--- config.mk ---
export PLATFORM = sky130hd
export DESIGN_NAME = sport_timer
export DESIGN_NICKNAME = d
export VERILOG_FILES = /design/src/rtl/sw_pkg.sv /design/src/rtl/sw_ctrl.sv /design/src/rtl/tenths_ring.sv /design/src/rtl/bcd_sec_counter.sv /design/src/rtl/seg_decoder.sv /design/src/rtl/sport_timer.sv
export SDC_FILE = /design/constraint.sdc
export NUM_CORES = 1
export LEC_CHECK = 0
export BUFFER_PORTS_ARGS = -buffer_cell sky130_fd_sc_hd__buf_4
export CORE_MARGIN = 8
export CORE_UTILIZATION = 61
export CTS_BUF_LIST = sky130_fd_sc_hd__clkbuf_8
export CTS_CLUSTER_SIZE = 24
export DETAILED_ROUTE_END_ITERATION = 6
export PLACE_DENSITY = 0.94
export SYNTH_ARGS = -nofsm -noshare
export SYNTH_HDL_FRONTEND = slang
export SYNTH_SLANG_ARGS = --single-unit
--- constraint.sdc ---
create_clock -name clk_i -period 2.7 [get_ports clk_i]
set_clock_uncertainty 0.1 [all_clocks]
set_input_delay 0.405 -clock clk_i [delete_from_list [all_inputs] [get_ports clk_i]]
set_output_delay 0.405 -clock clk_i [all_outputs]
set_load 0.05 [all_outputs]
--- src/rtl/sw_pkg.sv ---
package sw_pkg;
  localparam int SEG_W   = 7;
  localparam int DIGIT_W = 4;
  localparam int RING_N  = 10;

  // {g,f,e,d,c,b,a}, active high; non-decimal codes blank
  function automatic logic [SEG_W-1:0] seg_of(input logic [DIGIT_W-1:0] d);
    unique case (d)
      4'd0:    seg_of = 7'h3F;
      4'd1:    seg_of = 7'h06;
      4'd2:    seg_of = 7'h5B;
      4'd3:    seg_of = 7'h4F;
      4'd4:    seg_of = 7'h66;
      4'd5:    seg_of = 7'h6D;
      4'd6:    seg_of = 7'h7D;
      4'd7:    seg_of = 7'h07;
      4'd8:    seg_of = 7'h7F;
      4'd9:    seg_of = 7'h6F;
      default: seg_of = 7'h00;
    endcase
  endfunction
endpackage

--- src/rtl/sw_ctrl.sv ---
module sw_ctrl #(
  parameter int DIV         = 5_000_000,
  parameter int SYNC_STAGES = 2
) (
  input  logic clk_i,
  input  logic rst_ni,
  input  logic btn_ni,
  input  logic clear_i,
  output logic run_o,
  output logic tick_o,
  output logic clr_o
);
  localparam int CW = (DIV > 1) ? $clog2(DIV) : 1;

  logic [SYNC_STAGES-1:0] sync_q;
  logic                   prev_q;
  logic                   fall;
  logic                   run_q;
  logic [CW-1:0]          div_q;

  always_ff @(posedge clk_i or negedge rst_ni) begin
    if (!rst_ni) begin
      sync_q <= '1;
      prev_q <= 1'b1;
    end else begin
      sync_q <= {sync_q[SYNC_STAGES-2:0], btn_ni};
      prev_q <= sync_q[SYNC_STAGES-1];
    end
  end

  assign fall = prev_q & ~sync_q[SYNC_STAGES-1];

  always_ff @(posedge clk_i or negedge rst_ni) begin
    if (!rst_ni) run_q <= 1'b0;
    else if (fall) run_q <= ~run_q;
  end

  // divider idles at zero while stopped so each run starts a full period
  always_ff @(posedge clk_i or negedge rst_ni) begin
    if (!rst_ni) div_q <= '0;
    else if (!run_q || tick_o) div_q <= '0;
    else div_q <= div_q + 1'b1;
  end

  assign tick_o = run_q && (div_q == CW'(DIV - 1));
  assign clr_o  = clear_i && !run_q;
  assign run_o  = run_q;

  assert_toggle_src_R2: assert property (@(posedge clk_i) disable iff (!rst_ni)
    !$stable(run_q) |-> $past(fall));
  assert_div_range_R3: assert property (@(posedge clk_i) disable iff (!rst_ni)
    div_q <= CW'(DIV - 1));
endmodule

--- src/rtl/tenths_ring.sv ---
module tenths_ring #(
  parameter int N = 10
) (
  input  logic         clk_i,
  input  logic         rst_ni,
  input  logic         tick_i,
  input  logic         clr_i,
  output logic [N-1:0] ring_o,
  output logic         carry_o
);
  logic [N-1:0] ring_q;

  always_ff @(posedge clk_i or negedge rst_ni) begin
    if (!rst_ni) ring_q <= N'(1);
    else if (clr_i) ring_q <= N'(1);
    else if (tick_i) ring_q <= {ring_q[N-2:0], ring_q[N-1]};
  end

  assign carry_o = tick_i & ring_q[N-1];
  assign ring_o  = ring_q;

  assert_onehot_R4: assert property (@(posedge clk_i) disable iff (!rst_ni)
    $countones(ring_q) == 1);
  assert_hold_R3: assert property (@(posedge clk_i) disable iff (!rst_ni)
    (!tick_i && !clr_i) |=> $stable(ring_q));
endmodule

--- src/rtl/bcd_sec_counter.sv ---
module bcd_sec_counter #(
  parameter int DW       = 4,
  parameter int ONES_MAX = 9,
  parameter int TENS_MAX = 5
) (
  input  logic          clk_i,
  input  logic          rst_ni,
  input  logic          inc_i,
  input  logic          clr_i,
  output logic [DW-1:0] ones_o,
  output logic [DW-1:0] tens_o
);
  logic [DW-1:0] ones_q, tens_q;
  logic          ones_top, tens_top;

  assign ones_top = ones_q == DW'(ONES_MAX);
  assign tens_top = tens_q == DW'(TENS_MAX);

  always_ff @(posedge clk_i or negedge rst_ni) begin
    if (!rst_ni) begin
      ones_q <= '0;
      tens_q <= '0;
    end else if (clr_i) begin
      ones_q <= '0;
      tens_q <= '0;
    end else if (inc_i) begin
      if (ones_top) begin
        ones_q <= '0;
        tens_q <= tens_top ? '0 : tens_q + 1'b1;
      end else begin
        ones_q <= ones_q + 1'b1;
      end
    end
  end

  assign ones_o = ones_q;
  assign tens_o = tens_q;

  assert_bcd_range_R6: assert property (@(posedge clk_i) disable iff (!rst_ni)
    ones_q <= DW'(ONES_MAX) && tens_q <= DW'(TENS_MAX));
  assert_wrap_R6: assert property (@(posedge clk_i) disable iff (!rst_ni)
    (inc_i && !clr_i && ones_top && tens_top) |=> (ones_q == '0 && tens_q == '0));
endmodule

--- src/rtl/seg_decoder.sv ---
module seg_decoder
  import sw_pkg::*;
(
  input  logic [DIGIT_W-1:0] digit_i,
  output logic [SEG_W-1:0]   seg_o
);
  assign seg_o = seg_of(digit_i);
endmodule

--- src/rtl/sport_timer.sv ---
module sport_timer
  import sw_pkg::*;
#(
  parameter int DIV         = 5_000_000,
  parameter int SYNC_STAGES = 2
) (
  input  logic              clk_i,
  input  logic              rst_ni,
  input  logic              run_btn_ni,
  input  logic              clear_i,
  output logic [SEG_W-1:0]  tens_seg_o,
  output logic [SEG_W-1:0]  ones_seg_o,
  output logic [RING_N-1:0] tenths_oh_o
);
  localparam int NDIG = 2;

  logic run, tick, clr, carry;
  logic [RING_N-1:0] ring;
  logic [DIGIT_W-1:0] ones_d, tens_d;
  logic [NDIG-1:0][DIGIT_W-1:0] digs;
  logic [NDIG-1:0][SEG_W-1:0]   segs;

  sw_ctrl #(.DIV(DIV), .SYNC_STAGES(SYNC_STAGES)) u_ctrl (
    .clk_i, .rst_ni, .btn_ni(run_btn_ni), .clear_i,
    .run_o(run), .tick_o(tick), .clr_o(clr)
  );

  tenths_ring #(.N(RING_N)) u_ring (
    .clk_i, .rst_ni, .tick_i(tick), .clr_i(clr), .ring_o(ring), .carry_o(carry)
  );

  bcd_sec_counter #(.DW(DIGIT_W), .ONES_MAX(9), .TENS_MAX(5)) u_sec (
    .clk_i, .rst_ni, .inc_i(carry), .clr_i(clr), .ones_o(ones_d), .tens_o(tens_d)
  );

  assign digs[0] = ones_d;
  assign digs[1] = tens_d;

  for (genvar g = 0; g < NDIG; g++) begin : g_seg
    seg_decoder u_dec (.digit_i(digs[g]), .seg_o(segs[g]));
  end

  assign ones_seg_o  = segs[0];
  assign tens_seg_o  = segs[1];
  assign tenths_oh_o = ring;

  assert_clear_ignored_R9: assert property (@(posedge clk_i) disable iff (!rst_ni)
    (run && clear_i && !tick) |=> ($stable(ring) && $stable(ones_d) && $stable(tens_d)));
  assert_carry_R5: assert property (@(posedge clk_i) disable iff (!rst_ni)
    (tick && ring[RING_N-1]) |=> (ones_d != $past(ones_d)));
endmodule

==> results.rst <==
.. list-table::
   :header-rows: 1

   * - Metric
     - Value
   * - Global-route wire length before repair
     - 9690 um
   * - Portion of total power attributed to sequential cells
     - 0.546
   * - Clock network power share
     - 0.326
   * - Synth warnings
     - 0
   * - Unrepaired setup endpoints after global routing
     - false
   * - Worst hold margin
     - slightly below 0.1 ns
   * - Placement Cell Area
     - around 2900 um2
   * - Fmax
     - around 0.43 GHz
   * - Internal power consumption
     - 0.951 mW
   * - Layout overhead on the synthesized area
     - 13.1%
   * - Post-Route Setup TNS
     - 0 ns
   * - Total chip power
     - ~1.4 mW
   * - R2r setup slk
     - between 0.3 and 0.4 ns
   * - Final antenna diode count
     - 0
   * - Arrival time at the worst endpoint
     - between 2 and 2.5 ns
   * - Count of nets left with antenna violations after detail routing
     - 0
   * - Detailed-route vias per instance
     - 6.06
   * - Class of the tightest hold or removal check
     - in2reg
   * - Net Sw Power
     - around 0.4 mW
   * - Main flop type after synthesis
     - sky130_fd_sc_hd__dfrtp_1
   * - Final setup fails
     - 0
   * - CP Launch Point
     - u_ctrl.div_q[6]$_DFF_PN0_
   * - Average wire length per cell after detail routing
     - between 15 and 20 um
   * - Total power divided by cell area
     - approximately 460 nW/um2
   * - Combinational share of power
     - 0.128
   * - Post-synth top area share
     - 0.391
   * - Number of flops mapped to enable cells by yosys
     - 0
   * - Number of nets in the layout
     - 332
   * - Routability cong.
     - roughly 0.87
   * - Status
     - complete, no violations
   * - CTS tree
     - built
   * - Maximum resistive drop on vdd
     - 487 uV
   * - Synth unique cells
     - 45
   * - Share of total power consumed by net switching
     - 0.297
   * - Worst Setup Path Type
     - reg2reg
   * - Worst reg2reg path startpoint
     - u_ctrl.div_q[6]$_DFF_PN0_
   * - Clk Latency, worst-skew pair
     - 0.31 ns
   * - Number of flip-flops and latches in the synthesized netlist
     - between 40 and 50
   * - Area contributors post-synth
     - sky130_fd_sc_hd__dfrtp_1, sky130_fd_sc_hd__ha_1, sky130_fd_sc_hd__o21ai_0
   * - Fraction of registers with async set or reset after synthesis
     - 1.00
   * - Number of violations reported at the end of detailed-routing iteration 0
     - ~250
   * - Fraction of final layout cells with drive strength greater than 1
     - 0.163
   * - Cell area after synthesis
     - about 2600 um2
   * - Boundary Pins
     - 28
   * - Quantity of gates resized following cts
     - 0
   * - Die area
     - approximately 6700 um2
   * - Final instance area
     - ~3000 um2
   * - Clock slew seen by the registers of the worst setup and hold paths
     - about 0.09 ns
   * - Total count of max-transition violations in the final report
     - 0
   * - Net count after synthesis
     - about 310
   * - DRC violation count after routing
     - 0
   * - Final global-route overflow total
     - 0
   * - Via count of the first global-routing pass
     - about 2,100
   * - Hold-fix buffers at CTS
     - 1
   * - Static leakage
     - 1.28 nW
   * - Critical path fanouts, max
     - 11
   * - Cell type with the highest aggregate area in the netlist
     - sky130_fd_sc_hd__dfrtp_1
   * - Fin crit share
     - 0.858
   * - Multi-input combinational cell area
     - roughly 1400 um2
   * - Placed cell count
     - approximately 360
   * - Kind of end point of the critical path
     - flop
   * - Total iterations of the first detailed-routing run
     - 5
   * - Clock tree root driver cell
     - sky130_fd_sc_hd__clkbuf_8
   * - Post-Layout Cell Count
     - 364
   * - Clock buffer count from CTS
     - 5
   * - Core outline area
     - around 4300 um2
   * - Die boundary width
     - around 80 um
   * - Required time reported for the critical path endpoint
     - around 2.8 ns
   * - Number of antenna violations at the first check in global routing
     - 0
   * - Filler cell count
     - 328
   * - Overall routing resource usage
     - 0.182
   * - Slew margin rel.
     - 0.588
   * - Chip height
     - 81.6 um
   * - Count of vias placed by the detailed router
     - 2,206
   * - Std-Cell Rows
     - 24
   * - H-tree levels
     - 2
   * - Number of port buffers
     - 27
   * - Min cycle time layout
     - roughly 2.3 ns
   * - Initial standard-cell utilization of the core
     - 0.616
   * - Max Cap Viol
     - 0
   * - Crit path launch type
     - flop
   * - Share of synthesized area occupied by flip-flops and latches
     - 0.431
   * - Placed wire-length estimate
     - approximately 4000 um
   * - Commonest cells after routing, fill and taps aside
     - sky130_fd_sc_hd__dfrtp_1, sky130_fd_sc_hd__buf_4, sky130_fd_sc_hd__o21ai_0, sky130_fd_sc_hd__nor2_1, sky130_fd_sc_hd__nand2_1
   * - Postcts setup bufs
     - 0
   * - Final hold violation count
     - 0
   * - Origin of the worst min-delay path
     - run_btn_ni
   * - Register area
     - 1130 um2
   * - CTS Buffer Depth
     - 2
   * - Post-Synthesis Cells
     - 286
   * - Most frequent standard cell in the layout excluding fill and tap cells
     - sky130_fd_sc_hd__dfrtp_1
   * - Post-synthesis area per instance
     - ~9.2 um2
   * - Detailed Route WL
     - ~5600 um
   * - CTS sink count
     - 45
   * - Maximum number of pins on one net before global-route repair
     - 46
   * - Slew @ Worst Pin
     - ~0.6 ns
## worst max-delay path: stages (launching register included)
cell                      delay [ns]
sky130_fd_sc_hd__dfrtp_1        0.43
sky130_fd_sc_hd__nor4b_1        0.58
sky130_fd_sc_hd__and4_1         0.38
sky130_fd_sc_hd__buf_4          0.20
sky130_fd_sc_hd__and2_1         0.32
sky130_fd_sc_hd__o21ai_0        0.17
## kinds of logic after synthesis
kind of cell / after synthesis / share of synthesized area
DFF: 45 / 0.431
AOI/OAI and AO/OA: 66 / 0.152
and+or+nand+nor: 118 / 0.251
adders and majority gates: 17 / 0.0810
muxes: 1 / 0.00429
xor gates and xnor gates: 12 / 0.0400
buffers and inverters: 27 / 0.0414
## state kept, by name, summed over array words and instances (netlist names)
name and cells:
u_ctrl.sync_q 2, u_sec.ones_o 4, u_ctrl.div_q 23, u_ctrl.prev_q 1, u_sec.tens_o 4, u_ring.ring_o 10, u_ctrl.run_o 1
## Yosys cell counts, types with 3 or more instances
cell type,n
sky130_fd_sc_hd__o21ai_0,26
sky130_fd_sc_hd__buf_2,5
sky130_fd_sc_hd__o31ai_1,5
sky130_fd_sc_hd__nor3_1,4
sky130_fd_sc_hd__and3_1,3
sky130_fd_sc_hd__dfstp_2,4
sky130_fd_sc_hd__and2_1,4
sky130_fd_sc_hd__nor2_1,23
sky130_fd_sc_hd__nand2b_1,5
sky130_fd_sc_hd__inv_1,13
sky130_fd_sc_hd__or4_1,4
sky130_fd_sc_hd__nand2_1,22
sky130_fd_sc_hd__o22ai_1,4
sky130_fd_sc_hd__or3_1,8
sky130_fd_sc_hd__and4_1,5
sky130_fd_sc_hd__nand4_1,10
sky130_fd_sc_hd__nand3_1,18
sky130_fd_sc_hd__xor2_1,5
sky130_fd_sc_hd__ha_1,17
sky130_fd_sc_hd__clkbuf_1,6
sky130_fd_sc_hd__dfrtp_1,41
sky130_fd_sc_hd__xnor2_1,7
sky130_fd_sc_hd__a21oi_1,16
## cell type report
type,count,area share
multi-input cells,214,0.467
flip-flops and latches,45,0.381
repair buffers,32,0.0818
clock buffers,5,0.0232
well taps,52,0.0219
inverters,13,0.0164
clock inverters,3,0.00885
## final timing paths
kind | to | cells past startpoint
max | u_ring.ring_o[8]$_DFFE_PN0P_ | 5
max reg2reg | u_ring.ring_o[8]$_DFFE_PN0P_ | 5
min | u_ctrl.sync_q[0]$_DFF_PN1_ | 1
min in group asynchronous | u_ctrl.div_q[19]$_DFF_PN0_ | 2
min reg2reg | u_ctrl.sync_q[1]$_DFF_PN1_ | 0
max in group asynchronous | u_ctrl.sync_q[1]$_DFF_PN1_ | 2
## per-stage QoR
stage | setup WS (ns) | util
2_1_floorplan | 0.192 | -
3_3_place_gp | 0.586 | 0.672
3_5_place_dp | 0.437 | 0.672
4_1_cts | 0.387 | 0.696
5_1_grt | 0.0838 | 0.696
6_report | 0.384 | 0.696
## power by group through the flow
stage / Sequential [mW] / Clock (mW) / Combinational [mW]
3_5_place_dp: 0.752 / 0 / 0.171
2_1_floorplan: 0.742 / 0 / 0.118
5_1_grt: 0.743 / 0.478 / 0.195
4_1_cts: 0.738 / 0.454 / 0.174
6_report: 0.738 / 0.441 / 0.173
3_3_place_gp: 0.748 / 0 / 0.168
## per-layer routing
metal  GRT usage  up-vias  wire (um)
met3      0.0350        6        328
met4      0.0649        0         63
met1       0.215     1058       2340
met2       0.322       64       2850
met5           0        -          0
li1            -     1078          -
Note: power is estimated with default switching activity, not from simulation.
